===== src/rtl/bank_seq_pkg.sv =====
package bank_seq_pkg;

  typedef enum logic [2:0] {
    CMD_NOP = 3'd0,
    CMD_PRE = 3'd1,
    CMD_ACT = 3'd2,
    CMD_RD  = 3'd3,
    CMD_WR  = 3'd4
  } bank_cmd_e;

  typedef enum logic [1:0] {
    KIND_NONE     = 2'd0,
    KIND_HIT      = 2'd1,
    KIND_EMPTY    = 2'd2,
    KIND_CONFLICT = 2'd3
  } row_kind_e;

  typedef enum logic [1:0] {
    ST_EMPTY = 2'd0,
    ST_OPEN  = 2'd1,
    ST_PRECH = 2'd2,
    ST_ACTIV = 2'd3
  } bank_state_e;

  localparam int unsigned NUM_GAPS = 3;
  localparam int unsigned GAP_RP   = 0;
  localparam int unsigned GAP_RCD  = 1;
  localparam int unsigned GAP_RTP  = 2;

endpackage


===== src/rtl/bank_gap_timer.sv =====
module bank_gap_timer #(
  parameter int unsigned LIMIT = 4
) (
  input  logic clk,
  input  logic rst_n,
  input  logic load,
  output logic clear
);
  localparam int unsigned CW = $clog2(LIMIT + 1);
  localparam logic [CW-1:0] RELOAD = CW'(LIMIT - 1);

  logic [CW-1:0] cnt_q, cnt_d;
  logic          cnt_en;

  always_comb begin
    cnt_en = load || (cnt_q != '0);
    cnt_d  = load ? RELOAD : (cnt_q - 1'b1);
  end

  always_ff @(posedge clk or negedge rst_n) begin
    if (!rst_n)      cnt_q <= '0;
    else if (cnt_en) cnt_q <= cnt_d;
  end

  assign clear = (cnt_q == '0);
endmodule


===== src/rtl/bank_row_track.sv =====
module bank_row_track #(
  parameter int unsigned ROW_W = 14
) (
  input  logic             clk,
  input  logic             rst_n,
  input  logic             open_en,
  input  logic             close_en,
  input  logic [ROW_W-1:0] open_row_in,
  input  logic [ROW_W-1:0] probe_row,
  output logic             open_valid,
  output logic             probe_hit
);
  logic [ROW_W-1:0] row_q;
  logic             valid_q;

  always_ff @(posedge clk or negedge rst_n) begin
    if (!rst_n)       row_q <= '0;
    else if (open_en) row_q <= open_row_in;
  end

  always_ff @(posedge clk or negedge rst_n) begin
    if (!rst_n)                    valid_q <= 1'b0;
    else if (open_en || close_en)  valid_q <= open_en;
  end

  assign open_valid = valid_q;
  assign probe_hit  = valid_q && (probe_row == row_q);
endmodule


===== src/rtl/bank_cmd_seq.sv =====
module bank_cmd_seq
  import bank_seq_pkg::*;
#(
  parameter int unsigned ROW_W = 14,
  parameter int unsigned COL_W = 10,
  parameter int unsigned T_RP  = 4,
  parameter int unsigned T_RCD = 4,
  parameter int unsigned T_RTP = 3
) (
  input  logic                                   clk,
  input  logic                                   rst_n,
  input  logic                                   req_valid,
  output logic                                   req_ready,
  input  logic [ROW_W-1:0]                       req_row,
  input  logic [COL_W-1:0]                       req_col,
  input  logic                                   req_write,
  output logic                                   cmd_valid,
  output logic [2:0]                             cmd_type,
  output logic [((ROW_W > COL_W) ? ROW_W : COL_W)-1:0] cmd_addr,
  output logic                                   stat_valid,
  output logic [1:0]                             stat_kind
);
  localparam int unsigned ADDR_W = (ROW_W > COL_W) ? ROW_W : COL_W;
  localparam int unsigned GAP_LIMITS [NUM_GAPS] = '{T_RP, T_RCD, T_RTP};

  // reset: asserted at once, released through two flops
  logic [1:0] rst_pipe;
  logic       run_n;

  always_ff @(posedge clk or negedge rst_n) begin
    if (!rst_n) rst_pipe <= 2'b00;
    else        rst_pipe <= {rst_pipe[0], 1'b1};
  end
  assign run_n = rst_pipe[1];

  bank_state_e      state_q, state_d;
  logic [ROW_W-1:0] pend_row_q;
  logic [COL_W-1:0] pend_col_q;
  logic             pend_wr_q;
  logic             pend_ld;

  logic [NUM_GAPS-1:0] gap_load, gap_clear;
  logic                act_go, pre_go, col_go;
  logic [ROW_W-1:0]    act_row;
  logic                row_hit, row_open;

  bank_cmd_e cmd_k;
  row_kind_e kind;
  logic      fire;

  assign gap_load[GAP_RP]  = pre_go;
  assign gap_load[GAP_RCD] = act_go;
  assign gap_load[GAP_RTP] = col_go;

  for (genvar g = 0; g < NUM_GAPS; g++) begin : g_gap
    bank_gap_timer #(.LIMIT(GAP_LIMITS[g])) u_timer (
      .clk   (clk),
      .rst_n (run_n),
      .load  (gap_load[g]),
      .clear (gap_clear[g])
    );
  end

  bank_row_track #(.ROW_W(ROW_W)) u_rows (
    .clk         (clk),
    .rst_n       (run_n),
    .open_en     (act_go),
    .close_en    (pre_go),
    .open_row_in (act_row),
    .probe_row   (req_row),
    .open_valid  (row_open),
    .probe_hit   (row_hit)
  );

  // next-state and command selection
  always_comb begin
    state_d   = state_q;
    req_ready = 1'b0;
    cmd_valid = 1'b0;
    cmd_k     = CMD_NOP;
    cmd_addr  = '0;
    kind      = KIND_NONE;
    act_go    = 1'b0;
    pre_go    = 1'b0;
    col_go    = 1'b0;
    pend_ld   = 1'b0;
    act_row   = pend_row_q;
    fire      = 1'b0;
    unique case (state_q)
      ST_EMPTY: begin
        req_ready = run_n && gap_clear[GAP_RP] && !row_open;
        fire      = req_valid && req_ready;
        if (fire) begin
          kind      = KIND_EMPTY;
          cmd_valid = 1'b1;
          cmd_k     = CMD_ACT;
          cmd_addr  = ADDR_W'(req_row);
          act_go    = 1'b1;
          act_row   = req_row;
          pend_ld   = 1'b1;
          state_d   = ST_ACTIV;
        end
      end
      ST_OPEN: begin
        req_ready = row_hit ? gap_clear[GAP_RCD] : gap_clear[GAP_RTP];
        fire      = req_valid && req_ready;
        if (fire && row_hit) begin
          kind      = KIND_HIT;
          cmd_valid = 1'b1;
          cmd_k     = req_write ? CMD_WR : CMD_RD;
          cmd_addr  = ADDR_W'(req_col);
          col_go    = 1'b1;
        end else if (fire) begin
          kind      = KIND_CONFLICT;
          cmd_valid = 1'b1;
          cmd_k     = CMD_PRE;
          pre_go    = 1'b1;
          pend_ld   = 1'b1;
          state_d   = ST_PRECH;
        end
      end
      ST_PRECH: begin
        if (gap_clear[GAP_RP]) begin
          cmd_valid = 1'b1;
          cmd_k     = CMD_ACT;
          cmd_addr  = ADDR_W'(pend_row_q);
          act_go    = 1'b1;
          state_d   = ST_ACTIV;
        end
      end
      ST_ACTIV: begin
        if (gap_clear[GAP_RCD]) begin
          cmd_valid = 1'b1;
          cmd_k     = pend_wr_q ? CMD_WR : CMD_RD;
          cmd_addr  = ADDR_W'(pend_col_q);
          col_go    = 1'b1;
          state_d   = ST_OPEN;
        end
      end
      default: state_d = ST_EMPTY;
    endcase
  end

  assign cmd_type   = cmd_k;
  assign stat_valid = fire;
  assign stat_kind  = kind;

  always_ff @(posedge clk or negedge run_n) begin
    if (!run_n) state_q <= ST_EMPTY;
    else        state_q <= state_d;
  end

  always_ff @(posedge clk or negedge run_n) begin
    if (!run_n) begin
      pend_row_q <= '0;
      pend_col_q <= '0;
      pend_wr_q  <= 1'b0;
    end else if (pend_ld) begin
      pend_row_q <= req_row;
      pend_col_q <= req_col;
      pend_wr_q  <= req_write;
    end
  end
endmodule


===== config.mk =====
export PLATFORM = sky130hd
export DESIGN_NAME = bank_cmd_seq
export DESIGN_NICKNAME = d
export VERILOG_FILES = /design/src/rtl/bank_seq_pkg.sv /design/src/rtl/bank_gap_timer.sv /design/src/rtl/bank_row_track.sv /design/src/rtl/bank_cmd_seq.sv
export SDC_FILE = /design/constraint.sdc
export NUM_CORES = 1
export LEC_CHECK = 0
export BUFFER_PORTS_ARGS = -buffer_cell sky130_fd_sc_hd__buf_2
export CAP_MARGIN = 25
export CORE_ASPECT_RATIO = 0.9
export CORE_MARGIN = 2
export CORE_UTILIZATION = 60
export CTS_CLUSTER_DIAMETER = 100
export CTS_CLUSTER_SIZE = 10
export DETAILED_ROUTE_END_ITERATION = 7
export PLACE_DENSITY_LB_ADDON = 0.2
export SLEW_MARGIN = 20
export SYNTH_ARGS = -nofsm -noshare
export SYNTH_HDL_FRONTEND = slang
export SYNTH_SLANG_ARGS = --single-unit

===== constraint.sdc =====
create_clock -name clk -period 6.1 [get_ports clk]
set_clock_uncertainty 0.2 [all_clocks]
set_input_delay 0.915 -clock clk [delete_from_list [all_inputs] [get_ports clk]]
set_output_delay 0.915 -clock clk [all_outputs]
set_load 0.01 [all_outputs]

* Yosys cells after proc, flatten, opt, wreduce, memory -nomap -nowiden
Cells that the tools add are included.
Word-level totals: output and inout port bits 22, latch bits 0, memories kept 0, ROM bits 0, bits in writable memories 0, logic and storage cells 84, register bits after elaboration 52
Cells by class: shift operators 0, add/subtract/negate cells 3, equality and inequality tests 9, multipliers 0, order comparisons 0, reductions and logical operators 19, div/mod/pow operators 0, bitwise logic cells 0, mux-type cells 43
Operators with widths (number):
- two-way mux 14 bit | 4
- one-hot mux 14 bit (4 select lines) | 1
- two-way mux 2 bit | 11
- two-way mux 10 bit | 2
- two-way mux 3 bit | 6
- equality test 14 bit | 1
- one-hot mux 3 bit (4 select lines) | 1
- two-way mux 1 bit | 10
- one-hot mux 1 bit (2 select lines) | 5
- one-hot mux 2 bit (4 select lines) | 1
- logical AND 1 bit | 6
- zero test 3 bit | 2
- inequality test 2 bit (second input constant) | 3
- nonzero test 3 bit | 2
- subtractor 3 x 1 -> 3 bit (second input constant) | 2
- AND reduction 5 bit | 1
- equality test 2 bit (second input constant) | 2
- zero test 2 bit | 2
- logical OR 1 bit | 4
- inequality test 2 x 1 -> 1 bit (second input constant) | 2
- one-hot mux 1 bit (4 select lines) | 1
- one-hot mux 2 bit (2 select lines) | 1
- equality test 2 x 1 -> 1 bit (second input constant) | 1
- nonzero test 2 bit | 1
- other kinds (2) | 2

* Logic depth before layout (Yosys ltp)
Gate-level depths: netlist of the first run.
depth after elaboration 8, gate-level depth with buffers 10, gate-level depth less buffers 8

* Hierarchy
Synthesis of the first run repeated with hierarchy kept, for this count alone.
Second synthesis, totals: cells, all modules 259, area total of the unflattened synthesis 3174.3 um^2
By module, submodules not included:
- bank_cmd_seq | cells each 164, times used 1, sequential area each 725.7 um^2, area an instance 1946.9 um^2
- bank_row_track | cells each 52, times used 1, sequential area each 375.4 um^2, area an instance 769.5 um^2
- bank_gap_timer at g_gap[0].u_timer ... | cells each 17, times used 2, sequential area each 75.1 um^2, area an instance 181.4 um^2
- bank_gap_timer at g_gap[2].u_timer | cells each 9, times used 1, sequential area each 50.0 um^2, area an instance 95.1 um^2

* Least setup slack after synthesis of the first run
No wires, ideal clock.
path kind reg-to-output, start register rst_pipe[1], end output port stat_kind[1], slack 2.441 ns, path buffers 2, arrival time 2.544 ns, cell stages (with the launch flop) 7, data required time 4.985 ns, cell sequence dfrtp_1 -> and3b_1 -> nor3b_2 -> inv_1 -> o21ai_4 -> buf_6 -> buf_4
On the way: word-level cells in the longest chain between the ends 5
RTL lines:
- from (decl) | RTL line bank_cmd_seq.sv:27 | logic [1:0] rst_pipe;
- from (signal assigned) | RTL line bank_cmd_seq.sv:32 | else rst_pipe <= {rst_pipe[0], 1'b1};
- logical AND 1 bit (2 in a row) | RTL line bank_cmd_seq.sv:91 | req_ready = run_n && gap_clear[GAP_RP] && !row_open;
- logical AND 1 bit | RTL line bank_cmd_seq.sv:92 | fire = req_valid && req_ready;
- two-way mux 2 bit | RTL line bank_cmd_seq.sv:93 | if (fire) begin
- one-hot mux 2 bit (2 select lines) | RTL line bank_cmd_seq.sv:89 | unique case (state_q)
- to (decl) | RTL line bank_cmd_seq.sv:21 | output logic [1:0] stat_kind
Every way passes these cells.

* Worst setup path in the final report of the first run
start input port req_row[9], end output port cmd_type[2]
On the way: word-level cells in the longest chain between the ends 7
RTL lines:
- from (decl) | RTL line bank_cmd_seq.sv:14 | input logic [ROW_W-1:0] req_row,
- equality test 14 bit (*) | RTL line bank_row_track.sv:27 | assign probe_hit = valid_q && (probe_row == row_q);
- logical AND 1 bit (*) | RTL line bank_row_track.sv:27
- two-way mux 1 bit | RTL line bank_cmd_seq.sv:105 | req_ready = row_hit ? gap_clear[GAP_RCD] : gap_clear[GAP_RTP];
- logical AND 1 bit | RTL line bank_cmd_seq.sv:106 | fire = req_valid && req_ready;
- logical AND 1 bit (*) | RTL line bank_cmd_seq.sv:107 | if (fire && row_hit) begin
- two-way mux 3 bit (*) | RTL line bank_cmd_seq.sv:107
- one-hot mux 3 bit (4 select lines) (*) | RTL line bank_cmd_seq.sv:89
- to (decl) | RTL line bank_cmd_seq.sv:18 | output logic [2:0] cmd_type,
Every way passes the cells marked *; elsewhere a longest branch is shown, timed or not.

==> results of run 1 <==
per-layer routing:
layer / part of all wire, % / track usage (%)
met1: 46 / 35.02
met2: 46 / 35.99
met3: 6.9 / 5.469
met4: 0.86 / 6.263
met5: 0 / 0
synthesized netlist by cell type:
cell      instances  area (sq um)
buf_2             4         20.02
nor3_1            1         5.000
mux2_2            7         78.83
nand2b_1          1         6.260
clkbuf_1          9         33.78
xor2_1            2         17.52
mux2_4           19         285.3
o31a_1            1         8.760
a31oi_1           2         12.51
and3b_1           1         8.760
a211oi_1          2         15.01
nand3_1          26         130.1
nand4_1           4         25.02
buf_6             2         22.52
and3_1            2         12.51
ha_1              5         62.56
buf_4             3         22.52
nor4_4            1         21.27
o21ai_0          16         80.08
mux2i_1          15         150.1
o22ai_1           2         12.51
nor3b_2           1         12.51
nand2_1          33         123.9
xnor2_1          15         131.4
a21oi_1           5         25.02
inv_1            12         45.04
nor2_1           10         37.54
dfrtp_1          52          1301
a22oi_1          10         75.07
o211ai_1          3         22.52
or3_1             1         6.260
or2_2             1         6.260
o21ai_4           1         16.27
conb_1            1         3.750
power groups by stage:
| stage | clock, mW | sequential, mW | combinational [mW] |
|---|---|---|---|
| 2_1_floorplan | 0 | 0.607 | 0.460 |
| 3_3_place_gp | 0 | 0.633 | 0.557 |
| 3_5_place_dp | 0 | 0.640 | 0.570 |
| 4_1_cts | 0.236 | 0.636 | 0.574 |
| 5_1_grt | 0.250 | 0.658 | 0.638 |
| 6_report | 0.232 | 0.639 | 0.569 |
worst max-delay path by stage:
stage / endpoint / from / slack, ps
2_1_floorplan: stat_kind[1] / rst_pipe[1]$_DFF_PN0_ / 2440
3_3_place_gp: cmd_type[0] / req_row[13] / 2030
3_5_place_dp: req_ready / req_row[9] / 2170
4_1_cts: req_ready / req_row[9] / 2160
5_1_grt: stat_valid / g_gap[1].u_timer.cnt_q[0]$_DFFE_PN0P_ / 2040
6_report: cmd_type[2] / req_row[9] / 2160
stage by stage:
| step | cells | power (mW) |
|---|---|---|
| 6_report | 376 | 1.440 |
| 5_1_grt | 376 | 1.547 |
| 4_1_cts | 376 | 1.445 |
| 3_5_place_dp | 368 | 1.210 |
| 3_3_place_gp | 367 | 1.189 |
| 2_1_floorplan | 270 | 1.067 |
logic make-up after synthesis:
logic type,count (synthesis),synth area share [%]
buffers and inverters,30,5.070
adder cells (fa/ha/maj),5,2.205
AO/OA/AOI/OAI,42,9.435
AND/OR/NAND/NOR,82,13.93
flip-flops,52,45.86
other,1,0.1321
multiplexers,41,18.12
XOR/XNOR,17,5.247
flip-flops by register name, summed over array words and instances, names as in the netlist:
signal	flops
u_rows.open_valid	1
state_q	2
pend_col_q	10
pend_row_q	14
pend_wr_q	1
u_rows.row_q	14
rst_pipe	2
g_gap.u_timer.cnt_q	8
final cells by class:
type	instances	area (sq um)	area share, %
Timing Repair Buffer	54	286.5	8.921
Clock buffer	6	72.57	2.259
Inverter	12	45.04	1.402
Clock inverter	2	35.03	1.091
Tap cell	62	77.57	2.415
Multi-Input combinational cell	188	1393	43.36
Sequential cell	52	1303	40.55
==> run_results.csv, run 1 <==
group,metric,value,unit
status,status,"finished, final reports clean",
drt,drt_iter0_drc,152,
finish,fill_cells,359,
worst_setup_path,worst-path-stages,8,
drt,num_vias,2166,
clocking,clock_sinks,52,
worst_hold_path,hold-path-cell-count,0,
finish,area_growth,13.18,%
global_route,first_global_vias,2080,
clocking,cts_tree,"done",
finish,final_layout_size_suffix_gt1_share,29.30,%
worst_setup_path,reg2reg_from,"g_gap[0].u_timer.cnt_q[0]$_DFFE_PN0P_",
worst_setup_path,crit_arrival,2820,ps
worst_setup_path,r2r_end,"pend_col_q[4]$_DFFE_PN0P_",
worst_setup_path,cp_max_fo,11,
sta,finalSetupViolCount,0,
sta,timing.fmax,254.1,MHz
power_and_ir_drop,seqPwrFrac,44.4,%
worst_setup_path,cp.required,4980,ps
power_and_ir_drop,p_sw,0.4993,mW
power_and_ir_drop,pwr-share-clk,16.1,%
worst_setup_path,start_kind,"input port",
sta,worst_pin_slew,1035,ps
worst_setup_path,crit_chain,"buf_2 -> xnor2_1 -> nand4_1 -> nor4_4 -> buf_6 -> nand4_1 -> a21oi_1 -> buf_2",
drt,drt_drc_violations_left,0,
placement,dp_hpwl,4163,microns
worst_setup_path,critical_path_buf_inv_count,3,
worst_hold_path,hp-start,"rst_pipe[0]$_DFF_PN0_",
sta,fin_setup_tns,0,ps
synthesis,synthesis.area,2838,sq um
placement,place_ws,2170,ps
placement,place_area,3104,sq um
worst_setup_path,critical_path.top_delay_family,"simple AND/OR/NAND/NOR gates",
power_and_ir_drop,leakage,1.512,nW
power_and_ir_drop,vdd_drop_max,247.3,uV
finish,postLayoutCellArea,3212,sq um
floorplanning,dieHeight,69.24,microns
synthesis,ys_types,34,
floorplanning,dieArea,5296,sq um
finish,nNetsFinal,346,
synthesis,yosysSeqAreaShare,45.86,%
worst_hold_path,holdCritPathClass,"reg -> reg",
drt,wl,5938,microns
worst_setup_path,crit_type,"in -> out",
synthesis,synthCells,270,
finish,layout_commonest_cell,"dfrtp_1",
run,maxCapViolations,0,
global_route,grt_start_max_net_pins,51,
synthesis,syn_nets,303,
placement,gp_congestion,0.8635,
sta,period_needed,3935,ps
drt,drtPass1Iterations,5,
clocking,cts_resized,0,
floorplanning,floorplan.rows,23,
sta,fin_ws,2165,ps
floorplanning,core,4489,sq um
clocking,cts_root_buf,"clkbuf_8",
clocking,cts_setup_buffers,0,
global_route,grtUsageTotal,23.83,%
worst_setup_path,slowest_delay,710,ps
drt,viasPerCell,5.761,
finish,layout_common_cells,"dfrtp_1, buf_2, nand2_1, nand3_1, mux2_4",
worst_setup_path,reg2regPathDepth,10,
global_route,grt_pass1_wl,10110,microns
floorplanning,die_w,76.49,microns
finish,antenna_cells,0,
sta,final-max-slew-violation-count,0,
worst_setup_path,r2r_slack,3000,ps
sta,hold_viol,0,
global_route,grt_antenna_before_repair,0,
power_and_ir_drop,p_per_area,448.4,nW/um^2
power_and_ir_drop,comb_power_share,39.5,%
sta,rsz0062_at_grt,"no",
worst_hold_path,whs_endpoint,"rst_pipe[1]$_DFF_PN0_",
clocking,holdBufCountCts,0,
clocking,numCtsBuffers,5,
floorplanning,start_util,63.21,%
finish,final_util,71.54,%
global_route,globalRouteOverflowTotal,0,
synthesis,synth-seq-cells,52,
sta,fin_hold_ws,153.6,ps
placement,port_buffers,49,
clocking,worstSkewPairLatency,310,ps
sta,slew-limit-headroom,30.72,%
clocking,cts.reportedPaths.clkPinSlew,80,ps
synthesis,synth_area_per_cell,10.51,sq um
sta,post-route-period-util,64.52,%
synthesis,yosys_warnings,0,
worst_setup_path,cp-end-kind,"output port",
clocking,cts_max_level,2,
worst_setup_path,crit_slowest_cell,"nor4_4",
power_and_ir_drop,p_int,0.9411,mW
clocking,cts_buffer_depth,2,
drt,wl_per_cell,15.79,microns
drt,ant_nets,0,
power_and_ir_drop,switching_share,34.66,%
floorplanning,ioPinCount,50,
No activity file was read; power rests on OpenSTA's default activity.
==> run 2, diff against run 1 <==
- CORE_UTILIZATION: 60 -> 50
- clock period: 6.1 -> 3.3 ns (I/O delays scaled with it)
==> run 2 against run 1 <==
  * Total power increased by 79%
  * Sequential power increased by 85%
  * Setup slack got worse by 2000 ps
  * Hold slack improved by 11 ps
  * Critical endpoint is now stat_kind[1]
  * Via count decreased by 2.4%
  * Flip-flop and latch count unchanged
  * Sequential share of layout area decreased by 0.55 points
  * Highest routed layer unchanged
  * Cell count increased by 3.7%
  * Routed wire length decreased by 3.1%
  * Register-to-register slack got worse by 2500 ps
  * Count of clock-buffer cells in the layout increased by 1
==> run_results.csv, run 2 (same netlist as run 1, synthesis figures left out) <==
group,metric,value,unit
sta,timing.fmax,320.6,MHz
floorplanning,dieArea,6295,sq um
floorplanning,dieHeight,75.47,microns
sta,fin_setup_tns,0,ps
clocking,cts_tree,"done",
drt,wl_per_cell,14.75,microns
worst_setup_path,critical_path.top_delay_family,"simple AND/OR/NAND/NOR gates",
placement,port_buffers,49,
global_route,first_global_vias,2034,
clocking,cts_setup_buffers,0,
finish,layout_common_cells,"dfrtp_1, buf_2, nand2_1, nand3_1, mux2_4",
clocking,cts_max_level,2,
placement,gp_congestion,0.8597,
clocking,cts_buffer_depth,2,
worst_hold_path,hold-path-cell-count,0,
floorplanning,start_util,51.01,%
worst_setup_path,crit_chain,"inv_1 -> ha_1 -> ha_1 -> and3b_1 -> nor3b_2 -> inv_1 -> o21ai_4 -> buf_2",
sta,fin_ws,180.4,ps
power_and_ir_drop,seqPwrFrac,45.6,%
worst_setup_path,crit_arrival,2420,ps
drt,num_vias,2114,
sta,finalSetupViolCount,0,
clocking,cts_root_buf,"clkbuf_8",
finish,area_growth,14.73,%
worst_setup_path,critical_path_buf_inv_count,3,
finish,top_regs,"pend_row_q (14), u_rows.row_q (14), pend_col_q (10)",
sta,post-route-period-util,94.53,%
global_route,grtUsageTotal,19.16,%
global_route,globalRouteOverflowTotal,0,
power_and_ir_drop,leakage,1.533,nW
global_route,grt_antenna_before_repair,0,
global_route,grt_pass1_wl,9646,microns
run,maxCapViolations,0,
worst_setup_path,cp-end-kind,"output port",
worst_setup_path,worst-path-stages,8,
worst_setup_path,crit_type,"reg -> out",
worst_setup_path,reg2regPathDepth,9,
floorplanning,floorplan.rows,26,
drt,wl,5751,microns
global_route,grt_start_max_net_pins,51,
power_and_ir_drop,power,2.583,mW
clocking,worstSkewPairLatency,300,ps
sta,worst_pin_slew,720.2,ps
placement,dpl.cell_count,381,
clocking,clock_sinks,52,
finish,antenna_cells,0,
worst_setup_path,cp_max_fo,16,
clocking,cts.reportedPaths.clkPinSlew,90,ps
finish,nNetsFinal,352,
drt,viasPerCell,5.421,
sta,rsz0062_at_grt,"no",
power_and_ir_drop,vdd_drop_max,370.9,uV
sta,final-max-slew-violation-count,0,
status,status,"finished, final reports clean",
power_and_ir_drop,comb_power_share,41.0,%
clocking,numCtsBuffers,5,
finish,final_cells,390,
drt,drt_iter0_drc,199,
drt,drt_drc_violations_left,0,
worst_setup_path,start_kind,"register",
power_and_ir_drop,p_int,1.682,mW
drt,ant_nets,0,
floorplanning,core,5563,sq um
worst_setup_path,cp.required,2600,ps
finish,final_layout_size_suffix_gt1_share,30.00,%
worst_setup_path,slowest_delay,400,ps
placement,dp_hpwl,4084,microns
worst_setup_path,crit_slowest_cell,"dfrtp_1",
worst_hold_path,holdCritPathClass,"reg -> reg",
drt,drtPass1Iterations,4,
sta,hold_viol,0,
floorplanning,die_w,83.41,microns
finish,layout_commonest_cell,"dfrtp_1",
placement,place_ws,342.3,ps
power_and_ir_drop,switching_share,34.90,%
power_and_ir_drop,p_per_area,793.4,nW/um^2
floorplanning,ioPinCount,50,
power_and_ir_drop,p_sw,0.9013,mW
sta,slew-limit-headroom,51.80,%
power_and_ir_drop,pwr-share-clk,13.4,%
sta,period_needed,3120,ps
[run 2: cell count changes in the layout (fill, tap and decap cells not counted)]
cell           before  now
buf_4               4    8
bufinv_16           1    0
buf_12              0    1
clkbuf_1            1    2
dlygate4sd3_1       0    1
[run 2: worst reg2reg max path, stage by stage, from the launching register on]
cell	delay [ps]
dfrtp_1	400
inv_1	60
ha_1	140
ha_1	330
and3b_1	290
nor3b_2	240
inv_1	130
o21ai_4	290
buf_4	310
mux2_2	350
[run 2: area by class of cell]
class	instances	area, sq um
clock inverters	1	5.005
multi-input cells	188	1393
fillers	506	2307
repair buffers	60	346.6
flip-flops and latches	52	1303
inverters	12	45.04
well taps	70	87.58
clock buffers	7	76.32
[run 2: power groups by stage]
stage	combinational (mW)	clock [mW]	sequential, mW
after floorplan	0.850	0	1.12
after global placement	1.05	0	1.17
after detailed placement	1.06	0	1.18
after CTS	1.07	0.354	1.17
after global routing	1.19	0.380	1.21
final	1.06	0.346	1.18
[run 2: path summary, 6_finish.rpt]
check | slack [ps] | startpoint | to
setup / recovery | 180 | g_gap[0].u_timer.cnt_q[0]$_DFFE_PN0P_ | stat_kind[1]
hold / removal | 160 | rst_pipe[0]$_DFF_PN0_ | rst_pipe[1]$_DFF_PN0_
hold reg to reg | 160 | rst_pipe[0]$_DFF_PN0_ | rst_pipe[1]$_DFF_PN0_
min in group asynchronous | 210 | rst_pipe[1]$_DFF_PN0_ | state_q[1]$_DFFE_PN0P_
setup reg to reg | 460 | g_gap[0].u_timer.cnt_q[0]$_DFFE_PN0P_ | pend_col_q[2]$_DFFE_PN0P_
max in group asynchronous | 2270 | rst_pipe[1]$_DFF_PN0_ | g_gap[0].u_timer.cnt_q[2]$_DFFE_PN0P_
[run 2: metrics by stage]
stage	utilization, %	hold WS (ps)	cell area [sq um]
2_1_floorplan	-	-0.5910	2838
3_3_place_gp	56.82	79.35	3161
3_5_place_dp	56.82	80.80	3161
4_1_cts	58.46	171.6	3252
5_1_grt	58.52	179.0	3256
6_report	58.52	164.2	3256
[run 2: timing repair]
item | CTS | global route
endpoints found under the hold margin | 2 | 0
resized for setup | 0 | 1
endpoints found under the setup margin | 0 | 1
hold buffers | 1 | 0
[run 2: per-layer routing]
layer,GRT usage (%),routed length [microns],vias up
li1,-,-,1037
met5,0,0,-
met1,27.66,2820,1027
met2,30.56,2645,48
met4,4.480,28,0
met3,3.900,256,2
==> run 3, diff against run 2 <==
- CORE_UTILIZATION: 50 -> 60
- clock period: 3.3 -> 3.6 ns (I/O delays scaled with it)
==> run 3 against run 2 <==
  * Combinational power is 9% lower
  * Sequential share of layout area rose by 0.44 points
  * Via count is 1.8% higher
==> run_results.csv, run 3 (same netlist as run 1, synthesis figures left out) <==
group,metric,value,unit
clocking,clock_sinks,52,
placement,dpl.cell_count,371,
drt,wl_per_cell,15.32,microns
placement,dp_hpwl,3994,microns
clocking,cts_tree,"done",
finish,postLayoutCellArea,3221,sq um
sta,fin_hold_ws,155.4,ps
sta,finalSetupViolCount,0,
worst_setup_path,crit_chain,"inv_1 -> ha_1 -> inv_1 -> or3_1 -> o21ai_4 -> buf_2",
worst_setup_path,slowest_delay,680,ps
drt,drt_drc_violations_left,0,
finish,nNetsFinal,350,
global_route,met1_usage,33.71,%
finish,layout_common_cells,"dfrtp_1, buf_2, nand2_1, nand3_1, mux2_4",
placement,port_buffers,49,
clocking,cts_resized,0,
clocking,worstSkewPairLatency,310,ps
global_route,first_global_vias,2018,
worst_setup_path,r2r_slack,740,ps
clocking,numCtsBuffers,5,
finish,final_cells,380,
placement,place_area,3123,sq um
sta,post-route-period-util,88.43,%
global_route,met3_usage,5.078,%
sta,fin_setup_tns,0,ps
finish,final_layout_size_suffix_gt1_share,30.19,%
power_and_ir_drop,leakage,1.525,nW
global_route,top_usage_layer,"met2",
drt,ant_nets,0,
drt,viasPerCell,5.666,
clocking,cts_root_buf,"clkbuf_8",
worst_hold_path,holdCritPathClass,"reg -> reg",
worst_setup_path,critical_path_buf_inv_count,3,
worst_setup_path,crit_type,"reg -> out",
worst_setup_path,cp-end-kind,"output port",
floorplanning,core,4489,sq um
global_route,grtUsageMet2,35.79,%
global_route,grtUsageTotal,23.19,%
finish,area_growth,13.49,%
power_and_ir_drop,vdd_drop_max,394.1,uV
worst_setup_path,start_kind,"register",
finish,top_regs,"pend_row_q (14), u_rows.row_q (14), pend_col_q (10)",
clocking,cts_buffer_depth,2,
sta,timing.fmax,314.1,MHz
drt,num_vias,2153,
finish,fill_cells,353,
floorplanning,ioPinCount,50,
global_route,grt_pass1_wl,9811,microns
floorplanning,die_w,76.49,microns
floorplanning,floorplan.rows,23,
worst_setup_path,cp_max_fo,18,
sta,worst_pin_slew,823.8,ps
drt,drt_iter0_drc,139,
sta,slew-limit-headroom,44.88,%
run,maxCapViolations,0,
floorplanning,dieHeight,69.24,microns
floorplanning,start_util,63.21,%
finish,layout_commonest_cell,"dfrtp_1",
worst_setup_path,cp.required,2860,ps
status,status,"finished, final reports clean",
floorplanning,dieArea,5296,sq um
worst_setup_path,crit_arrival,2440,ps
drt,drtPass1Iterations,4,
sta,hold_viol,0,
global_route,grt_antenna_before_repair,0,
worst_setup_path,critical_path.top_delay_family,"compound AO/OA/AOI/OAI gates",
global_route,globalRouteOverflowTotal,0,
sta,period_needed,3183,ps
clocking,cts.reportedPaths.clkPinSlew,90,ps
sta,rsz0062_at_grt,"no",
clocking,cts_max_level,2,
power_and_ir_drop,p_per_area,737.5,nW/um^2
finish,antenna_cells,0,
worst_setup_path,crit_slowest_cell,"o21ai_4",
worst_setup_path,crit_path_frequent_cell,"inv_1",
global_route,grt_start_max_net_pins,51,
drt,wl,5822,microns
placement,gp_congestion,0.8777,
sta,final-max-slew-violation-count,0,
[run 3: changes by cell type in the layout (fill, tap and decap cells not counted), sizes merged]
| cell | change |
|---|---|
| buf | -2 |
| clkbuf | -2 |
| clkinv | +2 |
[run 3: what timing repair did]
| action | in CTS | in global routing |
|---|---|---|
| hold endpoints to repair | 2 | 0 |
| hold buffers | 1 | 0 |
| buffers inserted | 0 | 0 |
[run 3: stage by stage]
step / utilization [%] / worst slack (ps) / total power, mW
6_report: 71.74 / 416.6 / 2.375
5_1_grt: 71.74 / 224.6 / 2.552
3_5_place_dp: 69.57 / 711.7 / 2.048
3_3_place_gp: 69.57 / 753.0 / 2.015
2_1_floorplan: - / 316.0 / 1.807
4_1_cts: 71.74 / 397.8 / 2.383
[run 3: power breakdown]
part,internal [mW],switching [mW],leakage (nW)
logic,0.524,0.440,0.860
clock network,0.136,0.196,0.0479
registers,0.870,0.209,0.617
[run 3: worst paths after layout]
| path | start | endpoint | cells after the start |
|---|---|---|---|
| setup / recovery | g_gap[2].u_timer.cnt_q[0]$_DFFE_PN0P_ | stat_kind[1] | 6 |
| hold / removal | rst_pipe[0]$_DFF_PN0_ | rst_pipe[1]$_DFF_PN0_ | 0 |
| setup reg to reg | g_gap[2].u_timer.cnt_q[0]$_DFFE_PN0P_ | pend_col_q[3]$_DFFE_PN0P_ | 7 |
| hold reg to reg | rst_pipe[0]$_DFF_PN0_ | rst_pipe[1]$_DFF_PN0_ | 0 |
| max in group asynchronous | rst_pipe[1]$_DFF_PN0_ | g_gap[0].u_timer.cnt_q[1]$_DFFE_PN0P_ | 1 |
| min in group asynchronous | rst_pipe[1]$_DFF_PN0_ | g_gap[2].u_timer.cnt_q[1]$_DFFE_PN0P_ | 1 |
[run 3: final cells by class]
cell class / instances / area [sq um] / area share (%)
clock buffers: 5 / 68.82 / 2.137
clock inverters: 3 / 18.77 / 0.5828
inverters: 12 / 45.04 / 1.399
multi-input cells: 188 / 1393 / 43.24
flip-flops and latches: 52 / 1303 / 40.44
well taps: 62 / 77.57 / 2.409
repair buffers: 58 / 315.3 / 9.790
[run 3: per-layer routing]
metal	vias up	part of all wire, %
li1	1026	-
met1	1050	47
met2	70	46
met3	7	5.7
met4	0	1.3
met5	-	0
[run 3: worst reg2reg max path, cell delays in order (launching register included)]
cell,delay (ps)
dfrtp_1,400
inv_1,60
ha_1,210
inv_1,100
or3_1,430
o21ai_4,680
buf_4,330
mux2_2,350
